[src/rtl/lpa_pkg.sv]
// Shared types for the lowest-priority bus arbiter.
package lpa_pkg;
    typedef enum logic [2:0] {
        PH_IDLE   = 3'd0,
        PH_PRIO   = 3'd1,
        PH_ID     = 3'd2,
        PH_STATUS = 3'd3,
        PH_QUIET  = 3'd4,
        PH_REPORT = 3'd5
    } lpa_phase_e;
endpackage

[src/rtl/lpa_seq.sv]
// Phase sequencer: steps through the priority bits, the ID bits, the
// status cycle, the quiet cycle and the report cycle after a start pulse.
// Assumes arb_start is meaningful only while idle; it is ignored elsewhere.
module lpa_seq
    import lpa_pkg::*;
#(
    parameter int PRIO_W = 8,
    parameter int ID_W   = 4,
    localparam int TOT   = PRIO_W + ID_W,
    localparam int CW    = $clog2(TOT)
) (
    input  logic            clk,
    input  logic            rst_n,
    input  logic            arb_start,
    output lpa_phase_e      phase,
    output logic [CW-1:0]   bit_sel,
    output logic            load,
    output logic            arb_cyc,
    output logic            status_cyc,
    output logic            report_cyc
);
    localparam logic [CW-1:0] LAST_PRIO = CW'(PRIO_W - 1);
    localparam logic [CW-1:0] LAST_BIT  = CW'(TOT - 1);

    // Advance the phase and the bit counter once per bus cycle.
    always_ff @(posedge clk) begin
        if (!rst_n) begin
            phase   <= PH_IDLE;
            bit_sel <= '0;
        end else begin
            unique case (phase)
                PH_IDLE: begin
                    bit_sel <= '0;
                    if (arb_start) phase <= PH_PRIO;
                end
                PH_PRIO: begin
                    bit_sel <= bit_sel + 1'b1;
                    if (bit_sel == LAST_PRIO) phase <= PH_ID;
                end
                PH_ID: begin
                    bit_sel <= bit_sel + 1'b1;
                    if (bit_sel == LAST_BIT) phase <= PH_STATUS;
                end
                PH_STATUS: phase <= PH_QUIET;
                PH_QUIET:  phase <= PH_REPORT;
                default:   phase <= PH_IDLE;
            endcase
        end
    end

    // Decode the phase into single-purpose strobes.
    always_comb begin
        load       = (phase == PH_IDLE) && arb_start;
        arb_cyc    = (phase == PH_PRIO) || (phase == PH_ID);
        status_cyc = (phase == PH_STATUS);
        report_cyc = (phase == PH_REPORT);
    end

    p_start_enters_r2: assert property (@(posedge clk) disable iff (!rst_n)
        (phase == PH_IDLE && arb_start) |=> (phase == PH_PRIO && bit_sel == '0))
        else $error("start did not open the phase");
    p_busy_stays_r2: assert property (@(posedge clk) disable iff (!rst_n)
        (phase != PH_IDLE && phase != PH_REPORT) |=> (phase != PH_IDLE))
        else $error("phase ended early");
    p_report_once_r8: assert property (@(posedge clk) disable iff (!rst_n)
        (phase == PH_REPORT) |=> (phase == PH_IDLE))
        else $error("report cycle not single");
    p_id_follows_prio_r4: assert property (@(posedge clk) disable iff (!rst_n)
        (phase == PH_PRIO && bit_sel == LAST_PRIO) |=> (phase == PH_ID))
        else $error("ID cycles did not follow priority cycles");
endmodule

[src/rtl/lpa_word.sv]
// Contention word: captures {inverted priority, inverted ID} at start and
// presents the bit selected by the sequencer, most significant first.
// Assumes bit_sel stays below PRIO_W + ID_W while it is used.
module lpa_word #(
    parameter int PRIO_W = 8,
    parameter int ID_W   = 4,
    localparam int TOT   = PRIO_W + ID_W,
    localparam int CW    = $clog2(TOT)
) (
    input  logic              clk,
    input  logic              rst_n,
    input  logic              load,
    input  logic [PRIO_W-1:0] cpu_prio,
    input  logic [ID_W-1:0]   bus_id,
    input  logic [CW-1:0]     bit_sel,
    output logic              cur_bit
);
    logic [TOT-1:0] word_q;
    logic [CW-1:0]  pos;

    // Capture the inverted fields only on the start cycle.
    always_ff @(posedge clk) begin
        if (!rst_n)    word_q <= '0;
        else if (load) word_q <= {~cpu_prio, ~bus_id};
    end

    // Select the bit for the current arbitration cycle, MSB first.
    always_comb begin
        pos     = CW'(TOT - 1) - bit_sel;
        cur_bit = word_q[pos];
    end

    p_word_hold_r9: assert property (@(posedge clk) disable iff (!rst_n)
        !load |=> $stable(word_q))
        else $error("captured word changed outside start");
endmodule

[src/rtl/lpa_contend.sv]
// Contention state for one agent: joins when a slot is free, drives its
// bit onto wire 1 with wire 0 held at 1, and leaves on a lost bit.
// Assumes bus_in is the sampled wired-OR of all agents, this one included.
module lpa_contend (
    input  logic       clk,
    input  logic       rst_n,
    input  logic       load,
    input  logic       slot_free,
    input  logic       arb_cyc,
    input  logic       status_cyc,
    input  logic       cur_bit,
    input  logic [1:0] bus_in,
    output logic [1:0] bus_out,
    output logic       joined,
    output logic       in_race
);
    logic lost_bit;

    // A driven 0 overruled by a 1 on the bus means this agent is out.
    always_comb lost_bit = arb_cyc && in_race && !cur_bit && bus_in[1];

    // Track participation and whether the agent is still contending.
    always_ff @(posedge clk) begin
        if (!rst_n) begin
            joined  <= 1'b0;
            in_race <= 1'b0;
        end else if (load) begin
            joined  <= slot_free;
            in_race <= slot_free;
        end else if (lost_bit) begin
            in_race <= 1'b0;
        end
    end

    // Contribute to the wired-OR bus: bit plus 1 while contending, 11 in status.
    always_comb begin
        if (arb_cyc && in_race)         bus_out = {cur_bit, 1'b1};
        else if (status_cyc && in_race) bus_out = 2'b11;
        else                            bus_out = 2'b00;
    end

    p_drop_cause_r5: assert property (@(posedge clk) disable iff (!rst_n)
        ($fell(in_race) && $past(arb_cyc)) |-> ($past(bus_in[1]) && !$past(cur_bit)))
        else $error("left the contest without losing a bit");
    p_drop_sticky_r5: assert property (@(posedge clk) disable iff (!rst_n)
        (arb_cyc && !in_race) |=> !in_race)
        else $error("rejoined after dropping out");
    p_wire0_high_r3: assert property (@(posedge clk) disable iff (!rst_n)
        (arb_cyc && in_race) |-> bus_out[0])
        else $error("wire 0 not held at 1 while contending");
    p_silent_r6: assert property (@(posedge clk) disable iff (!rst_n)
        !joined |-> (bus_out == 2'b00))
        else $error("non-participant drove the bus");
endmodule

[src/rtl/lpa_arbiter.sv]
// Lowest-priority bus arbiter top: wires the sequencer, the contention
// word and the contention state, and produces the win/lose pulses.
// Assumes arb_start follows the status cycle that calls for arbitration.
module lpa_arbiter #(
    parameter int PRIO_W = 8,
    parameter int ID_W   = 4
) (
    input  logic              clk,
    input  logic              rst_n,
    input  logic              arb_start,
    input  logic [PRIO_W-1:0] cpu_prio,
    input  logic [ID_W-1:0]   bus_id,
    input  logic              slot_free,
    input  logic [1:0]        bus_in,
    output logic [1:0]        bus_out,
    output logic              won,
    output logic              lost
);
    import lpa_pkg::*;
    localparam int TOT = PRIO_W + ID_W;
    localparam int CW  = $clog2(TOT);

    lpa_phase_e    phase;
    logic [CW-1:0] bit_sel;
    logic          load, arb_cyc, status_cyc, report_cyc;
    logic          cur_bit, joined, in_race;

    lpa_seq #(.PRIO_W(PRIO_W), .ID_W(ID_W)) u_seq (
        .clk(clk), .rst_n(rst_n), .arb_start(arb_start),
        .phase(phase), .bit_sel(bit_sel), .load(load),
        .arb_cyc(arb_cyc), .status_cyc(status_cyc), .report_cyc(report_cyc)
    );

    lpa_word #(.PRIO_W(PRIO_W), .ID_W(ID_W)) u_word (
        .clk(clk), .rst_n(rst_n), .load(load),
        .cpu_prio(cpu_prio), .bus_id(bus_id), .bit_sel(bit_sel),
        .cur_bit(cur_bit)
    );

    lpa_contend u_contend (
        .clk(clk), .rst_n(rst_n), .load(load), .slot_free(slot_free),
        .arb_cyc(arb_cyc), .status_cyc(status_cyc), .cur_bit(cur_bit),
        .bus_in(bus_in), .bus_out(bus_out), .joined(joined), .in_race(in_race)
    );

    // Report the outcome in the cycle after the quiet cycle.
    always_comb begin
        won  = report_cyc && in_race;
        lost = report_cyc && joined && !in_race;
    end

    p_outcome_excl_r8: assert property (@(posedge clk) disable iff (!rst_n)
        !(won && lost))
        else $error("won and lost together");
    p_win_pulse_r8: assert property (@(posedge clk) disable iff (!rst_n)
        won |=> !won)
        else $error("win pulse longer than one cycle");
    p_lose_pulse_r8: assert property (@(posedge clk) disable iff (!rst_n)
        lost |=> !lost)
        else $error("lose pulse longer than one cycle");
    p_quiet_cycle_r7: assert property (@(posedge clk) disable iff (!rst_n)
        status_cyc |=> (bus_out == 2'b00))
        else $error("bus driven in quiet cycle");
endmodule

[config.mk]
export PLATFORM = sky130hd
export DESIGN_NAME = lpa_arbiter
export DESIGN_NICKNAME = d
export VERILOG_FILES = /design/src/rtl/lpa_pkg.sv /design/src/rtl/lpa_seq.sv /design/src/rtl/lpa_word.sv /design/src/rtl/lpa_contend.sv /design/src/rtl/lpa_arbiter.sv
export SDC_FILE = /design/constraint.sdc
export NUM_CORES = 1
export LEC_CHECK = 0
export BUFFER_PORTS_ARGS = -buffer_cell sky130_fd_sc_hd__buf_2
export CAP_MARGIN = 20
export CORE_MARGIN = 2
export CORE_UTILIZATION = 45
export CTS_BUF_LIST = sky130_fd_sc_hd__clkbuf_16
export DETAILED_ROUTE_END_ITERATION = 10
export PLACE_DENSITY = 0.67
export SLEW_MARGIN = 5
export SYNTH_ARGS = -nofsm -noshare
export SYNTH_HDL_FRONTEND = slang
export SYNTH_SLANG_ARGS = --single-unit
[constraint.sdc]
create_clock -name clk -period 5.1 [get_ports clk]
set_clock_uncertainty 0.2 [all_clocks]
set_input_delay 0.51 -clock clk [delete_from_list [all_inputs] [get_ports clk]]
set_output_delay 0.51 -clock clk [all_outputs]
set_load 0.005 [all_outputs]
==> impl_summary.txt, run 1 <==
----------------------------------------------------
[Clock tree]
  Clock-pin transition on the worst setup and hold timing paths ... about 0.060 ns
  Count of clock tree sinks ... 21
  Number of hold buffers added after cts ... 0
  H-tree levels ... 1
  Cell at the root of the clock tree ... clkbuf_16
  Post-CTS Repair Setup Buffers ... 0
  Clk_lat worst skew ... 0.25 ns
  Clock tree from TritonCTS ... yes
  Clock Tree Buf Depth ... 2
  TritonCTS buffer count ... 3
  Post-cts gate resize count ... 0

[Critical path]
  Number of cells on the worst reg-to-reg path ... 5
  Capturing point of the worst reg2reg path ... u_seq.bit_sel[1]$_SDFFE_PN0P_
  CP Capture Type ... primary output
  Critical path cell sequence ... inv_1 -> ha_1 -> o32a_1 -> a31oi_1 -> o22ai_1 -> buf_2
  Setup slack of the most critical reg-to-reg path ... 3.07 ns
  Cell family with most CP delay ... compound AO/OA/AOI/OAI gates
  Worst Path Arrival ... 2.04 ns
  Highest-delay cell along the critical path ... dfxtp_1
  Largest stage delay on the critical path ... roughly 0.53 ns
  Required time reported for the critical path endpoint ... 4.39 ns
  Worst Setup Start Kind ... flip-flop
  Reg2reg start ... u_seq.bit_sel[0]$_SDFFE_PN0P_
  Buf+Inv Stages, Crit Path ... 2
  Crit path max fanout ... 11
  Critical setup path kind ... reg -> out

[Hold path]
  Endpoint of the worst hold path ... u_contend.in_race$_SDFFE_PN0P_
  Instance count along the most critical hold path ... 2
  Hold wc startpoint ... u_contend.in_race$_SDFFE_PN0P_
  Classification of the worst-slack hold path ... reg -> reg

[Logic synthesis]
  Count of cell types in the netlist ... 39
  Prevailing post-synth register cell ... dfxtp_1
  Area share of the largest cell type after synthesis ... 35.5%
  Sequential fraction of the synthesis area ... 35.5%
  Warnings, synthesis ... 0
  Top area cells in the synthesized netlist ... dfxtp_1, o211a_1, nand2_1
  Syn_area_per_cell ... 9.47 um2
  Count of mapped cells out of synthesis ... 125
  Register bit total from synthesis ... 21
  Cell taking the most area after synthesis ... dfxtp_1
  Number of synthesized flops with an enable pin ... 0
  Netlist Area Pre-Place ... 1180 um2
  Post-synth ARST share ... 0%
  Nets in the synthesized netlist ... ~150

[Final layout]
  Synth-to-layout area growth ... 13.0%
  Filler cell count ... 233
  Final core occ ... 54.0%
  Number of diodes added for antenna fixing ... 0
  Fraction of final layout cells sized beyond drive strength 1 ... 24.5%
  Final Instance Count excl. Fillers ... 169
  Layout net count ... 161

[Routing]
  Number of violations reported at the end of detailed-routing iteration 0 ... 13
  ANT nets after route ... 0
  DRC Markers ... 0
  Post-detailed-route via-to-cell ratio ... approximately 5.6
  Number of detailed-routing iterations run before antenna repair ... 4
  Average wire length per cell after detail routing ... approximately 13 um
  Post-detailed-routing wire length ... 2160 um
  Routed vias ... between 900 and 1000

[Place]
  Last weighted congestion value of the routability-driven placer ... 0.731
  Setup Slack @ Placement ... about 2.6 ns
  Sum of net half-perimeters after detailed placement ... 1580 um
  Quantity of I/O buffers inserted on ports ... 20
  Post-Place Cells ... 164

[Global routing]
  Congestion Overflow GR ... 0
  Vias in the first global route ... 890
  Number of antenna violations at the first check in global routing ... 0
  Wire length of the first global-routing pass ... 3820 um
  Global-route usage over all layers ... ~15%
  Largest net degree at the start of global routing ... 28

[Floorplan]
  Vertical extent of the die ... 55.3 um
  Row count ... 18
  Top-Level Pins ... 22
  Die Footprint ... about 3100 um2
  Core box area ... 2480 um2
  Initial standard-cell utilization of the core ... between 40% and 50%
  X dimension of the die ... approximately 55 um

[Power and ir drop]
  Internal Pwr Total ... between 0.3 and 0.4 mW
  Worst vdd ir ... 209 uV
  Relative contribution of combinational cells to total power ... 11.3%
  Power per cell area ... a little under 300 nW/um2
  P_sw ... 0.0899 mW
  Switching part of the total power ... 22.8%
  Static leakage power ... 0.644 nW
  Clock network fraction of design power ... 41.9%
  Sequential group share of total power ... 46.7%

[Timing]
  Setup violations, final ... 0
  Final worst slack ... ~2.4 ns
  Tightest Pin Transition ... between 0.5 and 0.6 ns
  Max-slew violation count ... 0
  Headroom to the max-slew limit ... 61.9%
  Unrepaired setup endpoints after global routing ... false
  Final worst path period share ... 53.8%
  Min Clock Period, post-route ... 2.75 ns
  Highest clock rate ... roughly 360 MHz
  Final-report hold violation count ... 0
  Accumulated negative setup slack ... 0 ns

[Flow run]
  Max-Cap Viols ... 0

[Outcome]
  Run status ... finished, final reports clean

----------------------------------------------------
[logic make-up (layout without fill, tap and decap cells)]
group / after synthesis / count (layout) / share of synthesized area (%)
adder cells (fa/ha/maj): 5 / 5 / 4.86
flip-flops: 21 / 21 / 35.5
buffers and inverters: 14 / 28 / 7.29
AO/OA/AOI/OAI: 32 / 32 / 24.0
AND/OR/NAND/NOR: 45 / 45 / 20.9
multiplexers: 8 / 8 / 7.40
[placed cells by master, fill, tap and decap left out, types with 2 or more instances in the layout]
master | Yosys | routed
clkbuf_16 | 0 | 3
a31oi_1 | 3 | 3
mux2_2 | 2 | 2
nor2_1 | 3 | 3
ha_1 | 3 | 3
mux2i_1 | 5 | 5
nor2b_1 | 7 | 7
and2_1 | 2 | 2
maj3_1 | 2 | 2
nand4_1 | 2 | 2
o211a_1 | 13 | 13
buf_2 | 3 | 20
a21oi_1 | 2 | 2
nor3b_1 | 3 | 3
dfxtp_1 | 21 | 21
nand2b_1 | 2 | 2
inv_1 | 3 | 3
o21ai_0 | 3 | 3
nand2_1 | 19 | 19
nor3_1 | 2 | 2
[cells in the mapped netlist (all sizes together), types with 2 or more instances]
cell type  count
buf            8
o211a         13
a32oi          2
nor3           2
inv            3
nand2b         2
and2           2
mux2i          5
clkbuf         3
a21oi          2
a31oi          3
mux2           3
nor3b          3
nand2         19
maj3           2
nor2b          7
nand4          2
nor2           3
dfxtp         21
ha             3
o21ai          3
[routing by layer]
layer | track usage [%] | vias to the layer above | share of wire, %
met5 | 0 | - | 0
met4 | 2.09 | 0 | 0
met3 | 3.04 | 0 | 2.6
met2 | 25.0 | 9 | 50
met1 | 19.8 | 453 | 48
li1 | - | 488 | -
[registers in the layout, indices dropped and copies added, names as in the netlist]
register	cells
u_word.word_q	12
u_seq.bit_sel	4
u_seq.phase	3
u_contend.in_race	1
u_contend.joined	1
[worst max-delay path by stage]
stage	from	to	slack, ns	depth (start not counted)
after CTS	u_seq.bit_sel[2]$_SDFFE_PN0P_	bus_out[1]	2.35	6
after detailed placement	u_seq.bit_sel[0]$_SDFFE_PN0P_	bus_out[1]	2.63	5
after floorplan	u_seq.bit_sel[2]$_SDFFE_PN0P_	bus_out[1]	2.91	6
after global placement	u_seq.bit_sel[0]$_SDFFE_PN0P_	bus_out[1]	2.66	5
final	u_seq.bit_sel[2]$_SDFFE_PN0P_	bus_out[1]	2.35	6
after global routing	u_seq.bit_sel[2]$_SDFFE_PN0P_	bus_out[1]	2.19	6
[worst reg2reg max path: cells and delay by family, from the launching register on]
kind	cells	cell delay, ns
AOI/OAI and AO/OA	1	0.24
adders and majority gates	1	0.32
DFF	1	0.65
muxes	1	0.28
and+or+nand+nor	2	0.23
[power by group through the flow]
stage / logic (mW) / clock network, mW / registers (mW)
2_1_floorplan: 0.0384 / 0 / 0.183
4_1_cts: 0.0440 / 0.169 / 0.185
5_1_grt: 0.0513 / 0.175 / 0.186
3_3_place_gp: 0.0421 / 0 / 0.188
3_5_place_dp: 0.0441 / 0 / 0.188
6_report: 0.0448 / 0.166 / 0.185
[metrics by stage]
step / total power, mW / cell area [um2] / hold slack, ns
after floorplan: 0.222 / 1180 / 0.262
after global placement: 0.230 / 1250 / 0.277
after detailed placement: 0.232 / 1250 / 0.282
after CTS: 0.397 / 1330 / 0.291
after global routing: 0.413 / 1340 / 0.316
final: 0.395 / 1340 / 0.290
[final cells by class]
class | count | area (um2) | area share, %
multi-input combinational | 90 | 677 | 50.6
tap | 30 | 37.5 | 2.81
clock inverter | 1 | 5.00 | 0.374
clock buffer | 3 | 75.1 | 5.61
sequential | 21 | 420 | 31.4
inverter | 3 | 11.3 | 0.842
timing repair buffer | 21 | 111 | 8.33
Note: power is estimated with default switching activity, not from simulation.
==> run 2: changes to the inputs <==
Clock period 5.1 ns to 2.6 ns, I/O delays scaled along.
==> run 2 against run 1 <==
Cell area rose by 0.28%; core utilization rose by 0.15 points; first-iteration DRC count fell by 7.7%; flip-flop and latch count did not move; count of clock-buffer cells in the layout did not move; critical endpoint unchanged; sequential share of layout area barely moved; clock power rose by 93%; die area did not move; register-to-register slack got worse by 2.3 ns; critical path depth did not move; worst hold slack got worse by 0.24 ns; final cell count rose by 0.59%.
==> impl_summary.txt, run 2 (same netlist as run 1, synthesis figures left out) <==
----------------------------------------------------
[Power and ir drop]
  Worst vdd ir ... 397 uV
  Clock network fraction of design power ... about two fifths
  Static leakage power ... 0.650 nW
  Internal Pwr Total ... 0.597 mW
  Total power after layout ... 0.772 mW
  P_sw ... approximately 0.17 mW
  Relative contribution of combinational cells to total power ... 11.9%
  Power per cell area ... 575 nW/um2
  Sequential group share of total power ... 46.5%
  Switching part of the total power ... 22.6%

[Clock tree]
  Clk_lat worst skew ... 0.25 ns
  Clock tree from TritonCTS ... yes
  H-tree levels ... 1
  TritonCTS buffer count ... 3
  Post-CTS Repair Setup Buffers ... 0
  Clock Tree Buf Depth ... 2
  Count of clock tree sinks ... 21
  Cell at the root of the clock tree ... clkbuf_16
  Clock-pin transition on the worst setup and hold timing paths ... around 0.060 ns

[Global routing]
  Wire length of the first global-routing pass ... 3820 um
  Largest net degree at the start of global routing ... 28
  Congestion Overflow GR ... 0
  Number of antenna violations at the first check in global routing ... 0
  Vias in the first global route ... 882
  Global-route usage over all layers ... ~15%

[Routing]
  Routed vias ... 970
  Average wire length per cell after detail routing ... 13.1 um
  Number of violations reported at the end of detailed-routing iteration 0 ... 12
  ANT nets after route ... 0
  Post-detailed-routing wire length ... 2230 um
  Post-detailed-route via-to-cell ratio ... approximately 5.7
  Number of detailed-routing iterations run before antenna repair ... 4
  DRC Markers ... 0

[Critical path]
  Critical path cell sequence ... inv_1 -> ha_1 -> o32a_1 -> a31oi_1 -> o22ai_1 -> buf_2
  Crit path max fanout ... 11
  Worst Setup Start Kind ... flip-flop
  Highest-delay cell along the critical path ... dfxtp_2
  Largest stage delay on the critical path ... 0.43 ns
  Required time reported for the critical path endpoint ... 2.14 ns
  Setup slack of the most critical reg-to-reg path ... 0.72 ns
  Cell family with most CP delay ... compound AO/OA/AOI/OAI gates
  Buf+Inv Stages, Crit Path ... 2
  Worst Path Arrival ... 1.92 ns
  Critical setup path kind ... reg -> out
  CP Capture Type ... primary output

[Timing]
  Accumulated negative setup slack ... 0 ns
  Highest clock rate ... 421 MHz
  Min Clock Period, post-route ... approximately 2.4 ns
  Final-report hold violation count ... 0
  Unrepaired setup endpoints after global routing ... false
  Final worst path period share ... 91.4%
  Final worst slack ... 0.223 ns
  Max-slew violation count ... 0
  Setup violations, final ... 0
  Headroom to the max-slew limit ... between 60% and 70%
  Tightest Pin Transition ... 0.591 ns

[Final layout]
  Number of flip-flops in the largest register ... 12
  Registers with the most flip-flops ... u_word.word_q (12), u_seq.bit_sel (4), u_seq.phase (3)
  Highest-count cells in the layout ignoring fill and taps ... buf_2, dfxtp_1, nand2_1, o211a_1, nor2b_1
  Reg with most FFs ... u_word.word_q
  Synth-to-layout area growth ... 13.3%
  Fraction of final layout cells sized beyond drive strength 1 ... 25.0%
  Layout net count ... ~160
  Final core occ ... 54.1%
  Number of diodes added for antenna fixing ... 0

[Place]
  Quantity of I/O buffers inserted on ports ... 20
  Sum of net half-perimeters after detailed placement ... 1550 um
  Setup Slack @ Placement ... roughly 0.42 ns
  Last weighted congestion value of the routability-driven placer ... 0.744

[Floorplan]
  Row count ... 18
  Core box area ... 2480 um2
  X dimension of the die ... ~55 um
  Initial standard-cell utilization of the core ... 47.8%
  Top-Level Pins ... 22
  Vertical extent of the die ... about 55 um
  Die Footprint ... 3060 um2

[Hold path]
  Classification of the worst-slack hold path ... in -> reg

[Outcome]
  Run status ... finished, final reports clean

[Flow run]
  Max-Cap Viols ... 0

----------------------------------------------------
[run 2: cell count changes in the layout (fill, tap and decap cells not counted), sizes merged]
cell	delta
buf	+1
clkinv	-1
inv	+1
[run 2: final timing paths]
check | startpoint | endpoint | depth (start not counted)
worst min-delay path | slot_free | u_contend.in_race$_SDFFE_PN0P_ | 3
worst max register to register | u_seq.bit_sel[1]$_SDFFE_PN0P_ | u_seq.bit_sel[1]$_SDFFE_PN0P_ | 5
worst max-delay path | u_seq.bit_sel[2]$_SDFFE_PN0P_ | bus_out[1] | 6
worst min register to register | u_word.word_q[4]$_SDFFE_PN0P_ | u_word.word_q[4]$_SDFFE_PN0P_ | 1
[run 2: tightest hold or removal path, cell delays in order]
cell and delay (ns):
buf_2 0.09, nand3_1 0.06, o31ai_1 0.06
[run 2: routing by layer]
| layer | vias to the layer above | GRT usage, % | share of wire, % |
|---|---|---|---|
| met5 | - | 0 | 0 |
| met4 | 0 | 4.53 | 1.3 |
| met3 | 2 | 3.75 | 5.1 |
| met2 | 25 | 25.2 | 48 |
| met1 | 452 | 19.4 | 45 |
| li1 | 491 | - | - |
[run 2: power groups by stage]
stage	clock network [mW]	registers (mW)	logic, mW
2_1_floorplan	0	0.359	0.0753
3_3_place_gp	0	0.365	0.0894
3_5_place_dp	0	0.366	0.0926
4_1_cts	0.327	0.360	0.0942
5_1_grt	0.341	0.362	0.104
6_report	0.320	0.359	0.0922
[run 2: layout make-up]
class                           count  area [um2]
Clock inverter                      1        3.75
Sequential cell                    21         422
Timing Repair Buffer               22         115
Inverter                            3        11.3
Multi-Input combinational cell     90         677
Fill cell                         241        1140
Clock buffer                        3        75.1
Tap cell                           30        37.5
[run 2: repair_timing]
item,in CTS,in global routing
resized for setup,0,1
endpoints found under the setup margin,0,1
hold buffers,0,0
[run 2: stage by stage]
stage               area (um2)  hold slack [ns]  cells
floorplan                 1180            0.192    125
CTS                       1340           0.0546    170
detailed placement        1260            0.285    166
finish                    1340           0.0515    170
global route              1340           0.0711    170
global placement          1260            0.277    166
